--- src/rtl/gpio_grp_pkg.sv ---
package gpio_grp_pkg;
  localparam int unsigned ADDR_W = 4;

  typedef enum logic [ADDR_W-1:0] {
    A_DIR   = 4'd0,
    A_POL   = 4'd1,
    A_VAL   = 4'd2,
    A_SET   = 4'd3,
    A_CLR   = 4'd4,
    A_CAUSE = 4'd5,
    A_MASK0 = 4'd6,
    A_MASK1 = 4'd7,
    A_CTRL  = 4'd8
  } reg_addr_e;
endpackage

--- src/rtl/gpio_grp_sync.sv ---
module gpio_grp_sync #(
  parameter int unsigned W = 32
) (
  input  logic         clk_i,
  input  logic         rst_ni,
  input  logic [W-1:0] d_i,
  output logic [W-1:0] q_o
);
  logic [W-1:0] s1_q, s2_q;

  always_ff @(posedge clk_i or negedge rst_ni) begin
    if (!rst_ni) begin
      s1_q <= '0;
      s2_q <= '0;
    end else begin
      s1_q <= d_i;
      s2_q <= s1_q;
    end
  end

  assign q_o = s2_q;
endmodule

--- src/rtl/gpio_grp_irq.sv ---
module gpio_grp_irq (
  input  logic clk_i,
  input  logic rst_ni,
  input  logic set_i,
  input  logic lvl_mode_i,
  input  logic val_zero_i,
  input  logic cause_wr_i,
  input  logic cause_zero_i,
  output logic irq_o
);
  logic irq_q, clr;

  assign clr = lvl_mode_i ? val_zero_i : (cause_wr_i & cause_zero_i);

  always_ff @(posedge clk_i or negedge rst_ni) begin
    if (!rst_ni)    irq_q <= 1'b0;
    else if (set_i) irq_q <= 1'b1;  // set beats clear
    else if (clr)   irq_q <= 1'b0;
  end

  assign irq_o = irq_q;

  AST_IRQ_FROM_RISE: assert property (@(posedge clk_i) disable iff (!rst_ni)
    $rose(irq_o) |-> $past(set_i));
  AST_LVL_DROP: assert property (@(posedge clk_i) disable iff (!rst_ni)
    (lvl_mode_i && val_zero_i && !set_i) |=> !irq_o);
  AST_EDGE_HOLD: assert property (@(posedge clk_i) disable iff (!rst_ni)
    (!lvl_mode_i && !cause_wr_i && irq_o) |=> irq_o);
  AST_SET_WINS: assert property (@(posedge clk_i) disable iff (!rst_ni)
    set_i |=> irq_o);
endmodule

--- src/rtl/gpio_grp.sv ---
module gpio_grp
  import gpio_grp_pkg::*;
#(
  parameter int unsigned NUM_PINS   = 32,
  parameter int unsigned GRP_W      = 8,
  parameter int unsigned LVL_BIT    = 10,
  parameter logic [31:0] CTRL_FIXED = 32'h11ff0000
) (
  input  logic                       clk_i,
  input  logic                       rst_ni,
  input  logic                       reg_we_i,
  input  logic [ADDR_W-1:0]          reg_addr_i,
  input  logic [31:0]                reg_wdata_i,
  output logic [31:0]                reg_rdata_o,
  input  logic [NUM_PINS-1:0]        pin_i,
  output logic [NUM_PINS-1:0]        pin_out_o,
  output logic [NUM_PINS-1:0]        pin_oe_o,
  output logic [NUM_PINS/GRP_W-1:0]  irq_grp_o
);
  localparam int unsigned NUM_GRP = NUM_PINS / GRP_W;

  logic [NUM_PINS-1:0] dir_q, pol_q, val_q, cause_q, mask_q;
  logic [NUM_PINS-1:0] val_d, cause_d, pin_s, cond, rise, wmask;
  logic                lvl_q;
  logic wr_dir, wr_pol, wr_val, wr_set, wr_clr, wr_cause, wr_mask, wr_ctrl;

  gpio_grp_sync #(.W(NUM_PINS)) u_sync (
    .clk_i (clk_i),
    .rst_ni(rst_ni),
    .d_i   (pin_i),
    .q_o   (pin_s)
  );

  assign wr_dir   = reg_we_i && (reg_addr_i == A_DIR);
  assign wr_pol   = reg_we_i && (reg_addr_i == A_POL);
  assign wr_val   = reg_we_i && (reg_addr_i == A_VAL);
  assign wr_set   = reg_we_i && (reg_addr_i == A_SET);
  assign wr_clr   = reg_we_i && (reg_addr_i == A_CLR);
  assign wr_cause = reg_we_i && (reg_addr_i == A_CAUSE);
  assign wr_mask  = reg_we_i && ((reg_addr_i == A_MASK0) || (reg_addr_i == A_MASK1));
  assign wr_ctrl  = reg_we_i && (reg_addr_i == A_CTRL);

  assign wmask = reg_wdata_i[NUM_PINS-1:0] & dir_q;
  assign cond  = pin_s ^ pol_q;
  // value register holds last conditioned level of inputs: it is the edge history
  assign rise  = cond & ~val_q & ~dir_q;

  always_comb begin
    val_d = val_q;
    if (wr_val) val_d = (val_q & ~dir_q) | wmask;
    if (wr_set) val_d = val_q | wmask;
    if (wr_clr) val_d = val_q & ~wmask;
    val_d = (val_d & dir_q) | (cond & ~dir_q);
  end

  always_comb begin
    cause_d = wr_cause ? reg_wdata_i[NUM_PINS-1:0] : cause_q;
    cause_d = cause_d | rise;
  end

  always_ff @(posedge clk_i or negedge rst_ni) begin
    if (!rst_ni) begin
      dir_q   <= '0;
      pol_q   <= '0;
      val_q   <= '0;
      cause_q <= '0;
      mask_q  <= '0;
      lvl_q   <= 1'b0;
    end else begin
      if (wr_dir)  dir_q  <= reg_wdata_i[NUM_PINS-1:0];
      if (wr_pol)  pol_q  <= reg_wdata_i[NUM_PINS-1:0];
      if (wr_mask) mask_q <= reg_wdata_i[NUM_PINS-1:0];
      if (wr_ctrl) lvl_q  <= reg_wdata_i[LVL_BIT];
      val_q   <= val_d;
      cause_q <= cause_d;
    end
  end

  for (genvar g = 0; g < NUM_GRP; g++) begin : g_grp
    gpio_grp_irq u_irq (
      .clk_i       (clk_i),
      .rst_ni      (rst_ni),
      .set_i       (|(rise[g*GRP_W +: GRP_W] & mask_q[g*GRP_W +: GRP_W])),
      .lvl_mode_i  (lvl_q),
      .val_zero_i  (~|val_q[g*GRP_W +: GRP_W]),
      .cause_wr_i  (wr_cause),
      .cause_zero_i(~|reg_wdata_i[g*GRP_W +: GRP_W]),
      .irq_o       (irq_grp_o[g])
    );
  end

  always_comb begin
    reg_rdata_o = '0;
    case (reg_addr_i)
      A_DIR:            reg_rdata_o = 32'(dir_q);
      A_POL:            reg_rdata_o = 32'(pol_q);
      A_VAL:            reg_rdata_o = 32'(val_q);
      A_CAUSE:          reg_rdata_o = 32'(cause_q);
      A_MASK0, A_MASK1: reg_rdata_o = 32'(mask_q);
      A_CTRL:           reg_rdata_o = CTRL_FIXED | (32'(lvl_q) << LVL_BIT);
      default:          reg_rdata_o = '0;
    endcase
  end

  assign pin_out_o = val_q;
  assign pin_oe_o  = dir_q;

  AST_OUT_ONLY_WR: assert property (@(posedge clk_i) disable iff (!rst_ni)
    wr_val |=> ((val_q & $past(dir_q)) == ($past(reg_wdata_i[NUM_PINS-1:0]) & $past(dir_q))));
  AST_ALIAS_RD_ZERO: assert property (@(posedge clk_i) disable iff (!rst_ni)
    ((reg_addr_i == A_SET) || (reg_addr_i == A_CLR)) |-> (reg_rdata_o == 32'h0));
  AST_CAUSE_STICKY: assert property (@(posedge clk_i) disable iff (!rst_ni)
    !wr_cause |=> (($past(cause_q) & ~cause_q) == '0));
  AST_CTRL_RD: assert property (@(posedge clk_i) disable iff (!rst_ni)
    (reg_addr_i == A_CTRL) |-> (reg_rdata_o[31:16] == CTRL_FIXED[31:16]));
endmodule

--- config.mk ---
export PLATFORM = sky130hd
export DESIGN_NAME = gpio_grp
export DESIGN_NICKNAME = d
export VERILOG_FILES = /design/src/rtl/gpio_grp_pkg.sv /design/src/rtl/gpio_grp_sync.sv /design/src/rtl/gpio_grp_irq.sv /design/src/rtl/gpio_grp.sv
export SDC_FILE = /design/constraint.sdc
export NUM_CORES = 1
export LEC_CHECK = 0
export ABC_CLOCK_PERIOD_IN_PS = 2300
export BUFFER_PORTS_ARGS = -buffer_cell sky130_fd_sc_hd__buf_2
export CORE_ASPECT_RATIO = 0.9
export CORE_MARGIN = 3
export CORE_UTILIZATION = 57
export DETAILED_ROUTE_END_ITERATION = 7
export HOLD_SLACK_MARGIN = 0.12
export PLACE_DENSITY = 0.89
export SLEW_MARGIN = 20
export SYNTH_ARGS = -nofsm -noshare
export SYNTH_HDL_FRONTEND = slang
export SYNTH_HIERARCHICAL = 1
export SYNTH_SLANG_ARGS = --single-unit
--- constraint.sdc ---
create_clock -name clk_i -period 2.3 [get_ports clk_i]
set_clock_uncertainty 0.05 [all_clocks]
set_input_delay 0.46 -clock clk_i [delete_from_list [all_inputs] [get_ports clk_i]]
set_output_delay 0.46 -clock clk_i [all_outputs]
set_load 0.1 [all_outputs]
* After elaboration in Yosys (flattened, before gate mapping) *
Index checks and enable logic that the tools add are counted.

storage, ports and cells
  bits in registers = 229
  bits of input ports = 71

operators by class
  equal/unequal tests = 8
  bitwise operators = 23
  reductions and logical operators = 35
  muxes and demuxes = 17

operators by type and width
  operator                                              count
  bitwise AND 32 bit                                    7
  case mux 32 bit (6 select lines)                      1
  2-to-1 mux 32 bit                                     4
  OR 32 bit                                             4
  NOT 32 bit                                            3
  OR reduction 8 bit                                    12
  bitwise AND 8 bit                                     4
  bitwise XOR 32 bit                                    1
  equality test 4 x 3 -> 1 bit (second input constant)  4
  2-to-1 mux 1 bit                                      12
  equality test 4 x 2 -> 1 bit (second input constant)  2
  logical AND 1 bit                                     8
  zero test 1 bit                                       8
  nonzero test 2 bit                                    4
  bitwise AND 1 bit                                     4
  equality test 4 x 1 -> 1 bit (second input constant)  1
  equality test 4 bit (second input constant)           1
  zero test 4 bit                                       1
  OR reduction 2 bit                                    1
  logical OR 1 bit                                      1

* Longest topological paths before layout *
Gate-level depths: netlist of run 1.

  word-level depth = 8
  gate-level depth with buffers = 8

* Cells and area by module *
Netlist of run 1, hierarchy kept.

modules (own cells, without submodules)
  module         instances  cells an instance  seq. area each (sq um)  area each (sq um)
  gpio_grp       1          924                4028.9                  9081.2
  gpio_grp_sync  1          64                 1601.5                  1601.5
  gpio_grp_irq   4          4                  25.0                    45.0

* Least setup slack after synthesis of run 1 *
OpenSTA, ideal clock, no wires.

  path type = input port to output port
  start point = in reg_addr_i[3]
  end point = out reg_rdata_o[21]
  stages on the path = 6
  path buffers = 3
  data required time = 1790 ps
  data arrival time = 2346 ps
  slack = -556 ps
  path through = buf_2 -> nor4b_4 -> buf_2 -> buf_2 -> a22oi_1 -> nand3_1

on the way
  word-level cells in the longest chain between the ends = 3

RTL lines
  element                               line            RTL
  start, declared                       gpio_grp.sv:12  input logic [ADDR_W-1:0] reg_addr_i,
  equality test 4 x 3 -> 1 bit          gpio_grp.sv:94  case (reg_addr_i)
  OR reduction 2 bit                    gpio_grp.sv:94
  case mux 32 bit (6 select lines) (*)  gpio_grp.sv:94
  end, declared                         gpio_grp.sv:14  output logic [31:0] reg_rdata_o,

Every way passes the cells marked *; elsewhere a longest branch is shown, timed or not.

* Final worst setup path of run 1 *
  start point = in reg_addr_i[2]
  end point = out reg_rdata_o[7]

Same word-level chain as after synthesis.

==> results of run 1 <==
-- worst paths after layout --
kind                                               start                          endpoint  cells after the start
worst min register to register  u_sync/s1_q[3]$_DFF_PN0_           u_sync/q_o[3]$_DFF_PN0_                      0
max in group asynchronous                         rst_ni          pin_oe_o[31]$_DFFE_PN0P_                      3
min in group asynchronous                         rst_ni          u_sync/q_o[10]$_DFF_PN0_                      2
worst max register to register     pol_q[21]$_DFFE_PN0P_  g_grp[2].u_irq/irq_o$_DFFE_PN0P_                      5
worst max-delay path                       reg_addr_i[2]                    reg_rdata_o[7]                      9
worst min-delay path                     reg_wdata_i[25]          pin_oe_o[25]$_DFFE_PN0P_                      2
-- what timing repair did --
action                                  CTS  global route
gates resized for setup                  16            43
buffers inserted                          3             9
endpoints found under the setup margin   32            32
cloned                                    0             3
hold buffers                             33             0
pin swaps                                 4            11
hold endpoints to repair                 63             0
-- per-layer routing --
metal,up-vias,GRT usage [%],share of wire [%]
met5,-,0,0
met3,174,6.89,11
met1,4864,44.3,37
li1,4175,-,-
met2,715,52.2,47
met4,0,15.8,5.8
-- placed cells by master (no fill, tap or decap), drive strengths merged, types with 2 or more instances in the layout --
cell type	synthesis	final
a31oi	13	13
xor2	24	24
dlygate4sd3	0	33
and3	12	12
o22ai	31	31
inv	18	18
nand4	4	4
o311ai	9	9
nor3b	22	22
xnor2	8	8
clkinv	0	11
a21oi	12	12
nand2b	25	25
nor2	100	100
a222oi	21	21
o311a	8	8
dfrtp	229	229
clkinvlp	0	2
a22oi	48	48
nor4b	3	3
o21ai	23	23
mux2	97	97
clkbuf	29	32
or4	16	16
o31a	9	9
buf	28	242
a211oi	22	22
nor3	8	8
nand3	35	35
a31o	4	4
nand2	126	126
nand3b	13	13
-- kinds of logic after synthesis --
logic type | share of synthesized area (%)
buffers and inverters | 3.14
XOR/XNOR | 2.58
AO/OA/AOI/OAI | 14.7
multiplexers | 10.1
flip-flops | 52.8
AND/OR/NAND/NOR | 16.7
-- worst reg2reg max path, delay by kind of cell (launching register included) --
family / cells / cell delay (ns)
simple gates: 2 / 0.35
xor+xnor: 1 / 0.20
compound gates: 2 / 0.50
flops: 1 / 0.43
-- synthesized netlist by cell type, types with 2 or more instances --
| cell type | count |
|---|---|
| o311a_1 | 8 |
| nor3_1 | 8 |
| a211oi_2 | 22 |
| xor2_1 | 24 |
| a31o_1 | 4 |
| o21ai_0 | 23 |
| clkbuf_1 | 29 |
| buf_2 | 24 |
| a31oi_1 | 13 |
| xnor2_1 | 8 |
| mux2_2 | 22 |
| nor2_1 | 100 |
| mux2_1 | 75 |
| and3_1 | 12 |
| o22ai_1 | 31 |
| nand2b_1 | 25 |
| inv_1 | 17 |
| or4_1 | 16 |
| nand2_1 | 126 |
| o311ai_0 | 8 |
| buf_6 | 4 |
| nand3_1 | 35 |
| a21oi_1 | 11 |
| a22oi_1 | 48 |
| nand4_1 | 4 |
| nand3b_1 | 13 |
| o31a_1 | 9 |
| nor3b_1 | 22 |
| nor4b_4 | 2 |
| a222oi_1 | 21 |
| dfrtp_1 | 229 |
-- per-stage QoR --
| stage | instance area, um^2 | total power, W | hold WS [ns] | instances | setup slack [ns] |
|---|---|---|---|---|---|
| CTS | 14300 | 0.0159 | 0.186 | 1502 | -0.0282 |
| floorplan | 11200 | 0.0104 | 0.114 | 1004 | 0.0178 |
| global placement | 13100 | 0.0119 | 0.282 | 1422 | -0.0657 |
| finish | 14600 | 0.0160 | 0.197 | 1514 | -0.0759 |
| detailed placement | 13100 | 0.0121 | 0.285 | 1422 | -0.184 |
| global route | 14600 | 0.0167 | 0.199 | 1514 | -0.104 |
-- final cells by class --
class / instances / area (um^2)
Tap cell: 245 / 307
Clock buffer: 30 / 674
Antenna cell: 1 / 2.50
Inverter: 18 / 67.6
Timing Repair Buffer: 277 / 2550
Sequential cell: 229 / 5730
Fill cell: 1037 / 3910
Multi-Input combinational cell: 700 / 5180
Clock inverter: 14 / 100
-- where the power goes --
group | internal [W] | switching, W | leakage (nW)
Sequential | 0.00483 | 0.00108 | 2.63
Combinational | 0.00167 | 0.00466 | 3.44
Clock | 0.00219 | 0.00160 | 0.389
==> impl_metrics.toml, run 1 <==
[cells_and_area]
fin_nets = 1321
post-route-util_pct = 78.9
drive_above_1_share_pct = 30.5
syn_to_final_growth_pct = 34.5

[logic_synthesis]
synth.ff_latch_count = 229
synth_flop_cell = "dfrtp_1"
syn_area_per_cell_um2 = 10.8
netlist.area_leader.share_pct = 52.8
yosys_warnings = 6
synth_nets = 1075
synth_enable_flop_cells = 0
async_reset_ff_share_pct = 100
synth_area_leaders = "dfrtp_1 53%, mux2_1 7.8%, nand2_1 4.4%"
syn_area_mm2 = 0.0109
synth.distinct_cells = 42
yosys.area.top_type = "dfrtp_1"
seq_area_frac_synth_pct = 52.8
synth_cells = 1004

[clock_tree]
clock_latency_ns = 0.52
htreeDepth = 1
cts_tree = "built"
root_buffer = "clkbuf_16"
cts_buffers = 24
clockBufferDepth = 3
path_clk_slew_ns = 0.06
cts.sinks = 229

[floorplanning]
die_w_um = 152
pin_count = 171
initial_core_util_pct = 58.6
die_y_um = 137
coreArea_mm2 = 0.0185
die_area_mm2 = 0.0208
placementRows = 47

[worst_setup_path]
crit_top_cell = "buf_12"
critPathArrivalTime_ns = 1.87
crit_family = "buffers and inverters"
slowest_stage = "a222oi_1"
reg2reg_setup_slack_ns = 0.65
start_kind = "primary input"
critPathMaxStageDelay_ns = 0.46
crit_buf_inv = 6
worstPathMaxFanout = 9
crit_type = "in -> out"
critPathRequiredTime_ns = 1.79
path_cells = "buf_8, buf_12, nor4b_4, buf_6, buf_12, buf_6, a222oi_1, nand2_4, buf_12"
end_kind = "output port"

[global_routing]
grt_overflow = 0
antenna_found_initial = 1
grt_max_degree = 69
track_usage_pct = 33.2
grt_pass1_wl_mm = 54.0
grt_pass1_vias = 9968

[route]
routedWlPerCell_um = 23.4
drt_first_pass_iters = 8
viasPerCell = 6.56
ant_nets = 0
dr_total_vias = 9928
drc = 17
drt-initial-drc-count = 1396
finalWirelength_mm = 35.4

[timing]
setup_tns_ns = -0.791
layout_min_cycle_time_ns = 2.38
fin_crit_sh_pct = 103
setup_viol = 24
layout_setup_ws_ns = -0.0759
tightestPinTransition_ns = 0.578
slew_viol_final = 0
relSlewSlack_pct = 61.5
hold_viol = 0
max_freq_mhz = 421
rsz0062_at_grt = "yes"

[run_status]
outcome = "finished, violations left"
violations = "design-rule violations, negative setup slack"

[placed_design]
portBuffers = 170
dp_hpwl_mm = 22.3
gp_congestion = 0.915

[power]
ir_drop_uv = 884
p_per_area_mw_per_mm2 = 1100
leakagePower_nw = 6.45

[min_path]
hold_path_class = "in -> reg"

[job]
cap_violations = 0
Power figures use the tool's default switching activity.
==> inputs of run 2 (changes only) <==
Settings changed: SKIP_LAST_GASP from default to 1.
==> impl_metrics.toml, run 2 (synthesis results as in run 1) <==
[timing]
max_freq_mhz = 419
relSlewSlack_pct = 62.9
fin_crit_sh_pct = 104
slew_viol_final = 0
layout_setup_ws_ns = -0.0864
fin_hold_ws_ns = 0.192
layout_min_cycle_time_ns = 2.39
hold_viol = 0
setup_viol = 31
tightestPinTransition_ns = 0.557
rsz0062_at_grt = "yes"

[floorplanning]
coreArea_mm2 = 0.0185
die_w_um = 152
pin_count = 171
die_area_mm2 = 0.0208
placementRows = 47
die_y_um = 137
initial_core_util_pct = 58.6

[power]
p_per_area_mw_per_mm2 = 1100
power_frac_comb_pct = 39.6
finalPower_w = 0.0160
switching_share_pct = 45.9
ir_drop_uv = 915
seqPwrFrac_pct = 36.8
leakagePower_nw = 6.46
clockPowerShare_pct = 23.7
intPower_w = 0.00868
net-switching-power_w = 0.00735

[worst_setup_path]
start_kind = "primary input"
critPathRequiredTime_ns = 1.79
worstPathMaxFanout = 15
end_kind = "output port"
r2r_cells = 4
critPathArrivalTime_ns = 1.88
reg2reg_setup_slack_ns = 0.61
crit_type = "in -> out"
regToRegEndpoint = "g_grp[2].u_irq/irq_o$_DFFE_PN0P_"

[run_status]
violations = "negative setup slack"
outcome = "finished, violations left"

[placed_design]
gp_congestion = 0.915
placed_area_mm2 = 0.0131
dp_hpwl_mm = 22.3
portBuffers = 170

[global_routing]
grt_pass1_vias = 9975
grt_overflow = 0
grt_pass1_wl_mm = 53.7
track_usage_pct = 33.0
antenna_found_initial = 1
grt_max_degree = 69

[clock_tree]
cts_buffers = 24
clock_latency_ns = 0.52
root_buffer = "clkbuf_16"
path_clk_slew_ns = 0.06
cts.sinks = 229
clockBufferDepth = 3
cts_tree = "built"
htreeDepth = 1

[cells_and_area]
final_cell_mix = "227 x dfrtp_1, 134 x buf_2, 105 x nand2_1"
syn_to_final_growth_pct = 33.9
mostFrequentLayoutCell = "dfrtp_1"
drive_above_1_share_pct = 30.0
finalInstanceArea_mm2 = 0.0145
n_fill_cell = 1046
fin_nets = 1325

[min_path]
min-delay-start = "reg_wdata_i[25]"
whs_endpoint = "pin_oe_o[25]$_DFFE_PN0P_"
hold_path_class = "in -> reg"
whs_path_depth = 2

[route]
drt-initial-drc-count = 1553
drc = 0
finalWirelength_mm = 35.7
drt_first_pass_iters = 6
dr_total_vias = 9935
routedWlPerCell_um = 23.5
viasPerCell = 6.54
ant_nets = 0

[job]
cap_violations = 0
==> run 2: cell count changes in the layout (fill, tap and decap cells not counted), sizes merged <==
| cell | before | now |
|---|---|---|
| buf | 242 | 246 |
==> run 2: worst max path at each step <==
stage	startpoint	slack, ns	depth (start not counted)	to
6_report	reg_addr_i[1]	-0.09	8	reg_rdata_o[7]
5_1_grt	reg_addr_i[1]	-0.11	8	reg_rdata_o[7]
4_1_cts	reg_addr_i[2]	-0.06	8	reg_rdata_o[7]
3_5_place_dp	reg_addr_i[3]	-0.18	6	reg_rdata_o[8]
3_3_place_gp	reg_addr_i[1]	-0.07	7	reg_rdata_o[23]
2_1_floorplan	reg_addr_i[3]	0.02	6	reg_rdata_o[21]
==> run 2: cell type report <==
cell class	count	area, um^2	share of cell area (%)
multi-input combinational	700	5140	35.3
timing repair buffer	281	2520	17.3
inverter	18	67.6	0.464
tap	245	307	2.11
sequential	229	5730	39.4
clock buffer	30	674	4.64
clock inverter	14	100	0.688
antenna	1	2.50	0.0172
==> run 2: layer usage <==
layer	share of wire (%)	up-vias	wire length [um]	track usage (%)
li1	-	4186	-	-
met1	36	4788	12700	43.8
met2	47	773	16600	52.1
met3	12	188	4330	7.25
met4	5.7	0	2050	15.3
met5	0	-	0	0
==> run 2: timing repair <==
action                     4_1_cts  5_1_grt
gates resized for setup          8       30
pin swaps                        4       18
setup endpoints to repair       32       32
cloned                           0        4
buffers inserted                 3       11
hold endpoints to repair        63        0
hold buffers                    33        0
==> run 2: power by group through the flow <==
stage / Clock (W) / Sequential, W / Combinational (W)
2_1_floorplan: 0 / 0.00806 / 0.00230
3_3_place_gp: 0 / 0.00584 / 0.00602
3_5_place_dp: 0 / 0.00588 / 0.00618
4_1_cts: 0.00383 / 0.00582 / 0.00626
5_1_grt: 0.00402 / 0.00599 / 0.00663
6_report: 0.00379 / 0.00589 / 0.00635
==> run 2: worst max-delay path, cell delays in order <==
cell      delay, ns
buf_8          0.10
buf_6          0.11
nor4b_4        0.42
buf_12         0.22
buf_4          0.14
a222oi_1       0.12
nand2_4        0.12
buf_12         0.17
==> run 2: stage by stage <==
| step | setup TNS, ns | setup slack, ns | util (%) | instances |
|---|---|---|---|---|
| 2_1_floorplan | 0 | 0.0178 | - | 1004 |
| 5_1_grt | -2.20 | -0.110 | 78.5 | 1518 |
| 6_report | -1.25 | -0.0864 | 78.5 | 1518 |
| 4_1_cts | -0.853 | -0.0633 | 77.2 | 1502 |
| 3_3_place_gp | -1.46 | -0.0657 | 70.9 | 1422 |
| 3_5_place_dp | -2.87 | -0.184 | 70.9 | 1422 |
